[config.mk]
export PLATFORM = sky130hd
export DESIGN_NAME = dma_seq
export DESIGN_NICKNAME = d
export VERILOG_FILES = /design/src/rtl/dma_seq_pkg.sv /design/src/rtl/dma_seq_fsm.sv /design/src/rtl/dma_seq_datapath.sv /design/src/rtl/dma_seq_strobe.sv /design/src/rtl/dma_seq.sv
export SDC_FILE = /design/constraint.sdc
export NUM_CORES = 1
export LEC_CHECK = 0
export ABC_AREA = 1
export BUFFER_PORTS_ARGS = -buffer_cell sky130_fd_sc_hd__buf_4
export CAP_MARGIN = 20
export CORE_ASPECT_RATIO = 1.5
export CORE_MARGIN = 3
export CORE_UTILIZATION = 40
export DETAILED_ROUTE_END_ITERATION = 8
export GPL_TIMING_DRIVEN = 0
export PLACE_DENSITY_LB_ADDON = 0.08
export SLEW_MARGIN = 40
export SYNTH_ARGS = -nofsm -noshare
export SYNTH_HDL_FRONTEND = slang
export SYNTH_HIERARCHICAL = 1
export SYNTH_SLANG_ARGS = --single-unit
[constraint.sdc]
create_clock -name clk -period 2.3 [get_ports clk]
set_input_delay 0.345 -clock clk [delete_from_list [all_inputs] [get_ports clk]]
set_output_delay 0.345 -clock clk [all_outputs]
set_load 0.01 [all_outputs]
[src/rtl/dma_seq_pkg.sv]
package dma_seq_pkg;

  typedef enum logic [1:0] {
    ST_IDLE = 2'b00,
    ST_REQ  = 2'b01,
    ST_ADDR = 2'b10,
    ST_STRB = 2'b11
  } seq_state_t;

  typedef enum logic [1:0] {
    XF_VERIFY = 2'b00,
    XF_WRITE  = 2'b01,
    XF_READ   = 2'b10,
    XF_RSVD   = 2'b11
  } xfer_t;

  typedef struct packed {
    logic mem_rd;
    logic mem_wr;
    logic io_rd;
    logic io_wr;
  } strobe_t;

endpackage

[src/rtl/dma_seq_fsm.sv]
module dma_seq_fsm
  import dma_seq_pkg::*;
(
  input  logic       clk,
  input  logic       rst_n,
  input  logic       load_ok,
  input  logic       dreq,
  input  logic       hold_ack,
  input  logic       ready,
  input  logic       eop,
  input  logic       done,
  input  logic       last,
  output seq_state_t state,
  output logic       step,
  output logic       end_svc,
  output logic       hold_req,
  output logic       dev_ack
);

  seq_state_t state_d;

  assign step     = (state == ST_STRB) && ready;
  assign end_svc  = step && (eop || last);
  assign hold_req = (state != ST_IDLE);
  assign dev_ack  = (state == ST_ADDR) || (state == ST_STRB);

  always_comb begin
    state_d = state;
    unique case (state)
      ST_IDLE: if (dreq && !done && !load_ok) state_d = ST_REQ;
      ST_REQ:  if (hold_ack) state_d = ST_ADDR;
      ST_ADDR: state_d = ST_STRB;
      ST_STRB: begin
        if (ready) begin
          if (end_svc || !hold_ack) state_d = ST_IDLE;
          else                      state_d = ST_ADDR;
        end
      end
      default: state_d = ST_IDLE;
    endcase
  end

  always_ff @(posedge clk or negedge rst_n) begin
    if (!rst_n) state <= ST_IDLE;
    else        state <= state_d;
  end

  // no acknowledge while the grant is still awaited
  a_r1_no_ack_before_grant: assert property (@(posedge clk) disable iff (!rst_n)
    (state == ST_REQ && !hold_ack) |=> !dev_ack);

  // a low ready holds the strobe cycle
  a_r7_ready_stretch: assert property (@(posedge clk) disable iff (!rst_n)
    (state == ST_STRB && !ready) |=> (state == ST_STRB));

  // end-of-process on a completing edge releases the bus
  a_r9_eop_releases: assert property (@(posedge clk) disable iff (!rst_n)
    (step && eop) |=> !hold_req);

  // a withdrawn grant returns to idle after the strobe cycle
  a_r10_grant_lost: assert property (@(posedge clk) disable iff (!rst_n)
    (step && !hold_ack) |=> (state == ST_IDLE));

endmodule

[src/rtl/dma_seq_datapath.sv]
module dma_seq_datapath
  import dma_seq_pkg::*;
#(
  parameter int ADDR_W = 16,
  parameter int CNT_W  = 16
) (
  input  logic              clk,
  input  logic              rst_n,
  input  logic              load_ok,
  input  logic [1:0]        cfg_mode,
  input  logic              cfg_dec,
  input  logic [ADDR_W-1:0] cfg_addr,
  input  logic [CNT_W-1:0]  cfg_count,
  input  logic              step,
  input  logic              end_svc,
  output logic [ADDR_W-1:0] addr_q,
  output xfer_t             mode_q,
  output logic              last,
  output logic              done_q
);

  localparam logic [ADDR_W-1:0] ADDR_UNIT = ADDR_W'(1);
  localparam logic [CNT_W-1:0]  CNT_UNIT  = CNT_W'(1);
  localparam logic [CNT_W-1:0]  CNT_ZERO  = '0;

  logic [CNT_W-1:0]  cnt_q, cnt_d;
  logic [ADDR_W-1:0] addr_d;
  logic              dec_q;
  logic              done_d;
  logic              cnt_en, cfg_en, done_en;

  assign last    = (cnt_q == CNT_ZERO);
  assign cnt_en  = load_ok || step;
  assign cfg_en  = load_ok;
  assign done_en = load_ok || end_svc;

  always_comb begin
    if (load_ok) begin
      addr_d = cfg_addr;
      cnt_d  = cfg_count;
    end else begin
      addr_d = dec_q ? (addr_q - ADDR_UNIT) : (addr_q + ADDR_UNIT);
      cnt_d  = cnt_q - CNT_UNIT;
    end
    done_d = !load_ok;
  end

  always_ff @(posedge clk or negedge rst_n) begin
    if (!rst_n) begin
      addr_q <= '0;
      cnt_q  <= '0;
    end else if (cnt_en) begin
      addr_q <= addr_d;
      cnt_q  <= cnt_d;
    end
  end

  always_ff @(posedge clk or negedge rst_n) begin
    if (!rst_n) begin
      mode_q <= XF_VERIFY;
      dec_q  <= 1'b0;
    end else if (cfg_en) begin
      mode_q <= xfer_t'(cfg_mode);
      dec_q  <= cfg_dec;
    end
  end

  always_ff @(posedge clk or negedge rst_n) begin
    if (!rst_n)       done_q <= 1'b0;
    else if (done_en) done_q <= done_d;
  end

  // the wrapping transfer sets the terminal-count flag
  a_r8_tc_on_wrap: assert property (@(posedge clk) disable iff (!rst_n)
    (step && last) |=> done_q);

  // a load clears the terminal-count flag
  a_r11_load_clears: assert property (@(posedge clk) disable iff (!rst_n)
    load_ok |=> !done_q);

endmodule

[src/rtl/dma_seq_strobe.sv]
module dma_seq_strobe
  import dma_seq_pkg::*;
(
  input  seq_state_t state,
  input  xfer_t      mode,
  output strobe_t    strb
);

  always_comb begin
    strb = '0;
    if (state == ST_STRB) begin
      unique case (mode)
        XF_READ: begin
          strb.mem_rd = 1'b1;
          strb.io_wr  = 1'b1;
        end
        XF_WRITE: begin
          strb.mem_wr = 1'b1;
          strb.io_rd  = 1'b1;
        end
        default: strb = '0;
      endcase
    end
  end

endmodule

[src/rtl/dma_seq.sv]
module dma_seq
  import dma_seq_pkg::*;
#(
  parameter int ADDR_W = 16,
  parameter int CNT_W  = 16
) (
  input  logic              clk,
  input  logic              rst_n,
  input  logic              load,
  input  logic [1:0]        cfg_mode,
  input  logic              cfg_dec,
  input  logic [ADDR_W-1:0] cfg_addr,
  input  logic [CNT_W-1:0]  cfg_count,
  input  logic              dreq,
  input  logic              hold_ack,
  input  logic              ready,
  input  logic              eop,
  output logic              hold_req,
  output logic              dev_ack,
  output logic              mem_rd,
  output logic              mem_wr,
  output logic              io_rd,
  output logic              io_wr,
  output logic [ADDR_W-1:0] addr,
  output logic              tc
);

  seq_state_t state;
  xfer_t      mode_q;
  strobe_t    strb;
  logic       step, end_svc, last, done_q, load_ok;

  assign load_ok = load && (state == ST_IDLE);

  dma_seq_fsm u_fsm (
    .clk      (clk),
    .rst_n    (rst_n),
    .load_ok  (load_ok),
    .dreq     (dreq),
    .hold_ack (hold_ack),
    .ready    (ready),
    .eop      (eop),
    .done     (done_q),
    .last     (last),
    .state    (state),
    .step     (step),
    .end_svc  (end_svc),
    .hold_req (hold_req),
    .dev_ack  (dev_ack)
  );

  dma_seq_datapath #(
    .ADDR_W (ADDR_W),
    .CNT_W  (CNT_W)
  ) u_dp (
    .clk       (clk),
    .rst_n     (rst_n),
    .load_ok   (load_ok),
    .cfg_mode  (cfg_mode),
    .cfg_dec   (cfg_dec),
    .cfg_addr  (cfg_addr),
    .cfg_count (cfg_count),
    .step      (step),
    .end_svc   (end_svc),
    .addr_q    (addr),
    .mode_q    (mode_q),
    .last      (last),
    .done_q    (done_q)
  );

  dma_seq_strobe u_strb (
    .state (state),
    .mode  (mode_q),
    .strb  (strb)
  );

  assign mem_rd = strb.mem_rd;
  assign mem_wr = strb.mem_wr;
  assign io_rd  = strb.io_rd;
  assign io_wr  = strb.io_wr;
  assign tc     = done_q;

  // strobes only inside an acknowledged bus tenure
  a_r2_strobe_in_ack: assert property (@(posedge clk) disable iff (!rst_n)
    (mem_rd || mem_wr || io_rd || io_wr) |-> (dev_ack && hold_req));

  // acknowledge follows a sampled grant
  a_r2_ack_after_grant: assert property (@(posedge clk) disable iff (!rst_n)
    $rose(dev_ack) |-> $past(hold_ack));

  // memory-to-device pairing
  a_r3_read_pair: assert property (@(posedge clk) disable iff (!rst_n)
    mem_rd |-> (io_wr && !mem_wr && !io_rd));

  // device-to-memory pairing
  a_r4_write_pair: assert property (@(posedge clk) disable iff (!rst_n)
    mem_wr |-> (io_rd && !mem_rd && !io_wr));

  // verify drives no strobe
  a_r5_verify_quiet: assert property (@(posedge clk) disable iff (!rst_n)
    (mode_q == XF_VERIFY || mode_q == XF_RSVD) |-> !(mem_rd || mem_wr || io_rd || io_wr));

  // address and strobes hold across a wait state
  a_r7_hold_on_wait: assert property (@(posedge clk) disable iff (!rst_n)
    ((mem_rd || mem_wr || io_rd || io_wr) && !ready) |=> ($stable(addr) && $stable(strb)));

endmodule

==> impl_metrics.ini <==
[critical_path]
path_common_cell = nand2_1
worst-setup-path-type = register to register
critPathCapture = u_dp/addr_q[9]
cp-end-kind = register
rr_endpoint = u_dp/addr_q[9]
max_stage_delay_ns = 0.61
reg2reg_from = u_dp/dec_q
arrival_ns = 2.08
required_ns = 2.49
critPathTopFamily = simple AND/OR/NAND/NOR gates
ff2ff_path_depth = 8
cp_max_fo = 17
cp-start-kind = register
path_depth = 8
r2r_slack_ns = 0.40
critical_path.startpoint = u_dp/dec_q
cp_cell_sequence = ha_1 -> or2_1 -> nand3_1 -> nand2_1 -> nand2_1 -> nand3b_1 -> nand3_1 -> nand2_1
slowest_stage = dfrtp_2
worst-path-buf-inv = 0

[floorplanning]
core-area_mm2 = 0.006990
die_w_um = 76.01
io_pins = 65
rows = 37
die_h_um = 111.0
initial_core_util_pct = 42.06
die_area_mm2 = 0.008437

[sta]
setup-tns-final_ns = 0
finalCritPeriodShare_pct = 82.46
drv_slew = 0
setup_violations = 0
hold_viol = 0
period_needed_ns = 1.896
rsz0062_at_grt = no
finClkSkew_ns = 0.01319
fmax_ghz = 0.5273
slew_headroom_pct = 64.95
tightest_slew_ns = 0.5239

[grt]
grt_pass1_vias = 2970
grt_first_pass_wirelength_um = 13590
grt_util_all_layers_pct = 19.68
grt_max_degree = 39
grt_remaining_overflow = 0
antenna_found_initial = 0

[clock_network]
cts_resized = 0
clock_latency_ns = 0.30
cts_hold_buffers = 0
path_clk_slew_ns = 0.08
cts_root_buffer = clkbuf_8
cts_setup_buffers = 0
max-clock-path-buffers = 2
cts-htree-levels = 2
cts.sinks = 38
cts_tree = done
numCtsBuffers = 5

[route]
wl_um = 8068
wl_met2_um = 4380
drc = 0
highest_layer = met4
wl_met3_um = 250
num_vias = 2970
drtIter0Drc = 157
via_per_inst = 4.992
wl_met1_um = 3254
ant_nets = 0
wl_per_cell_um = 13.56
first_pass_iters = 4

[synthesis]
synth_top_area_share_pct = 32.34
yosys_warnings = 6
syn_avg_cell_area_um2 = 6.902
synth_cell_types = 36
yosysSeqAreaShare_pct = 32.34
synth_area_leaders = dfrtp_1, nand2_1, inv_1
ys_ff_latch = 38
syn-num-nets = 485
synthesis.area_mm2 = 0.002940
synthCells = 426
yosys.area.top_type = dfrtp_1

[cells_and_area]
fillCellCount = 734
final_nets = 556
seq_area_um2 = 952.2
antenna_cells = 0
area_delta_synth_final_pct = 23.62
final_cell_area_mm2 = 0.003635
drive_gt1_share_pct = 21.89
multi_input_area_mm2 = 0.001690

[pwr]
pwr_density_cell_mw_per_mm2 = 1400
peakVddDrop_uv = 605.2
leakagePower_nw = 1.977

[placed_design]
gp_congestion = 0.8971
hpwl_um = 6219
dpl_cell_area_mm2 = 0.003542
portBuffers = 64

[flow_run]
cap_violations = 0

[status]
status = complete, no violations

[min_path]
hold_class = input pin to async pin
[how the worst min path moves through the flow]
stage,endpoint,slack [ns],cells after the start
6_report,u_dp/cnt_q[13],0.02,1
3_3_place_gp,u_dp/cnt_q[1],0.36,1
2_1_floorplan,u_dp/addr_q[0],0.05,0
4_1_cts,u_dp/cnt_q[13],0.04,1
5_1_grt,u_dp/cnt_q[5],0.05,1
3_5_place_dp,u_dp/cnt_q[1],0.37,1
[registers in the layout (all words and copies together), names as in the netlist]
name / cells
u_dp/addr_q: 16
u_dp/cnt_q: 16
u_dp/mode_q: 2
u_fsm/state: 2
u_dp/dec_q: 1
u_dp/done_q: 1
[cell usage after synthesis]
cell type  instances
or2_4              1
nor3_1             5
nor3_2             3
nor2_4             2
and2_1             1
o21ai_1            6
nand2_4            1
o31ai_1            1
buf_2              8
nand3_2            3
o21ai_0            6
nor2_1            28
o311ai_1           1
fa_1               1
or2_1              2
dfrtp_1           38
nor4_1             1
xnor2_1            6
o221ai_1           3
o211ai_1           5
buf_4              2
clkbuf_1           2
nand3_1           34
nand4_1            3
and2_4             1
a31oi_1            1
inv_2              8
inv_1             55
a21oi_1           11
nand2_1          138
a22oi_1           17
nand3b_1           4
nor2_2             5
xor2_1             4
ha_1              16
nand2_2            3
[worst reg2reg max path, cell delays in order, from the launching register on]
cell	delay [ns]
dfrtp_2	0.61
ha_1	0.34
or2_1	0.25
nand3_1	0.09
nand2_1	0.11
nand2_1	0.10
nand3b_1	0.08
nand3_1	0.15
nand2_1	0.07
[through the flow]
step | worst slack [ns] | util, % | instances | total power, mW | hold slack [ns]
CTS | 0.1800 | 51.98 | 595 | 5.133 | 0.03862
floorplan | 0.5812 | - | 426 | 3.641 | 0.04941
detailed placement | 0.2038 | 50.67 | 587 | 4.610 | 0.3654
global route | 0.2222 | 52.00 | 595 | 5.667 | 0.05490
finish | 0.4035 | 52.00 | 595 | 5.089 | 0.02166
global placement | 0.2319 | 50.67 | 587 | 4.554 | 0.3618
[kinds of logic (layout without fill, tap and decap cells)]
family / count (synthesis) / after routing / synth area share, %
compound gates: 51 / 51 / 11.19
xor+xnor: 10 / 10 / 2.979
fa+ha+maj: 17 / 17 / 7.489
buf+inv: 75 / 147 / 10.17
flops: 38 / 38 / 32.34
simple gates: 235 / 235 / 35.83
[routing by layer]
metal	up-vias	global-route usage [%]
li1	1521	-
met1	1380	21.91
met2	56	36.73
met3	13	2.358
met4	0	9.190
met5	-	0
[where the power goes]
group	leakage (nW)	internal, mW	switching [mW]	total, mW
clock	0.0482	0.242	0.250	0.493
sequential	0.472	0.991	0.375	1.37
combinational	1.46	1.30	1.93	3.23
total	1.98	2.54	2.55	5.09
[layout by cell type, fill, tap and decap left out, types with 2 or more instances in the layout]
cell      count
a21oi_1      11
a22oi_1      17
buf_2         8
buf_4        66
clkbuf_1      3
clkbuf_8      6
dfrtp_1      37
ha_1         16
inv_1        55
inv_2         8
nand2_1     138
nand2_2       3
nand3_1      34
nand3_2       3
nand3b_1      4
nand4_1       3
nor2_1       28
nor2_2        5
nor2_4        2
nor3_1        5
nor3_2        3
o211ai_1      5
o21ai_0       6
o21ai_1       6
o221ai_1      3
or2_1         2
xnor2_1       6
xor2_1        4
[layout make-up]
type | instances | area share (%)
clock buffers | 7 | 2.375
inverters | 63 | 6.506
repair buffers | 64 | 13.22
flip-flops and latches | 38 | 26.20
well taps | 97 | 3.339
clock inverters | 1 | 0.1377
multi-input cells | 313 | 46.51
plain buffers | 12 | 1.721
(Power assumes the default switching activity.)
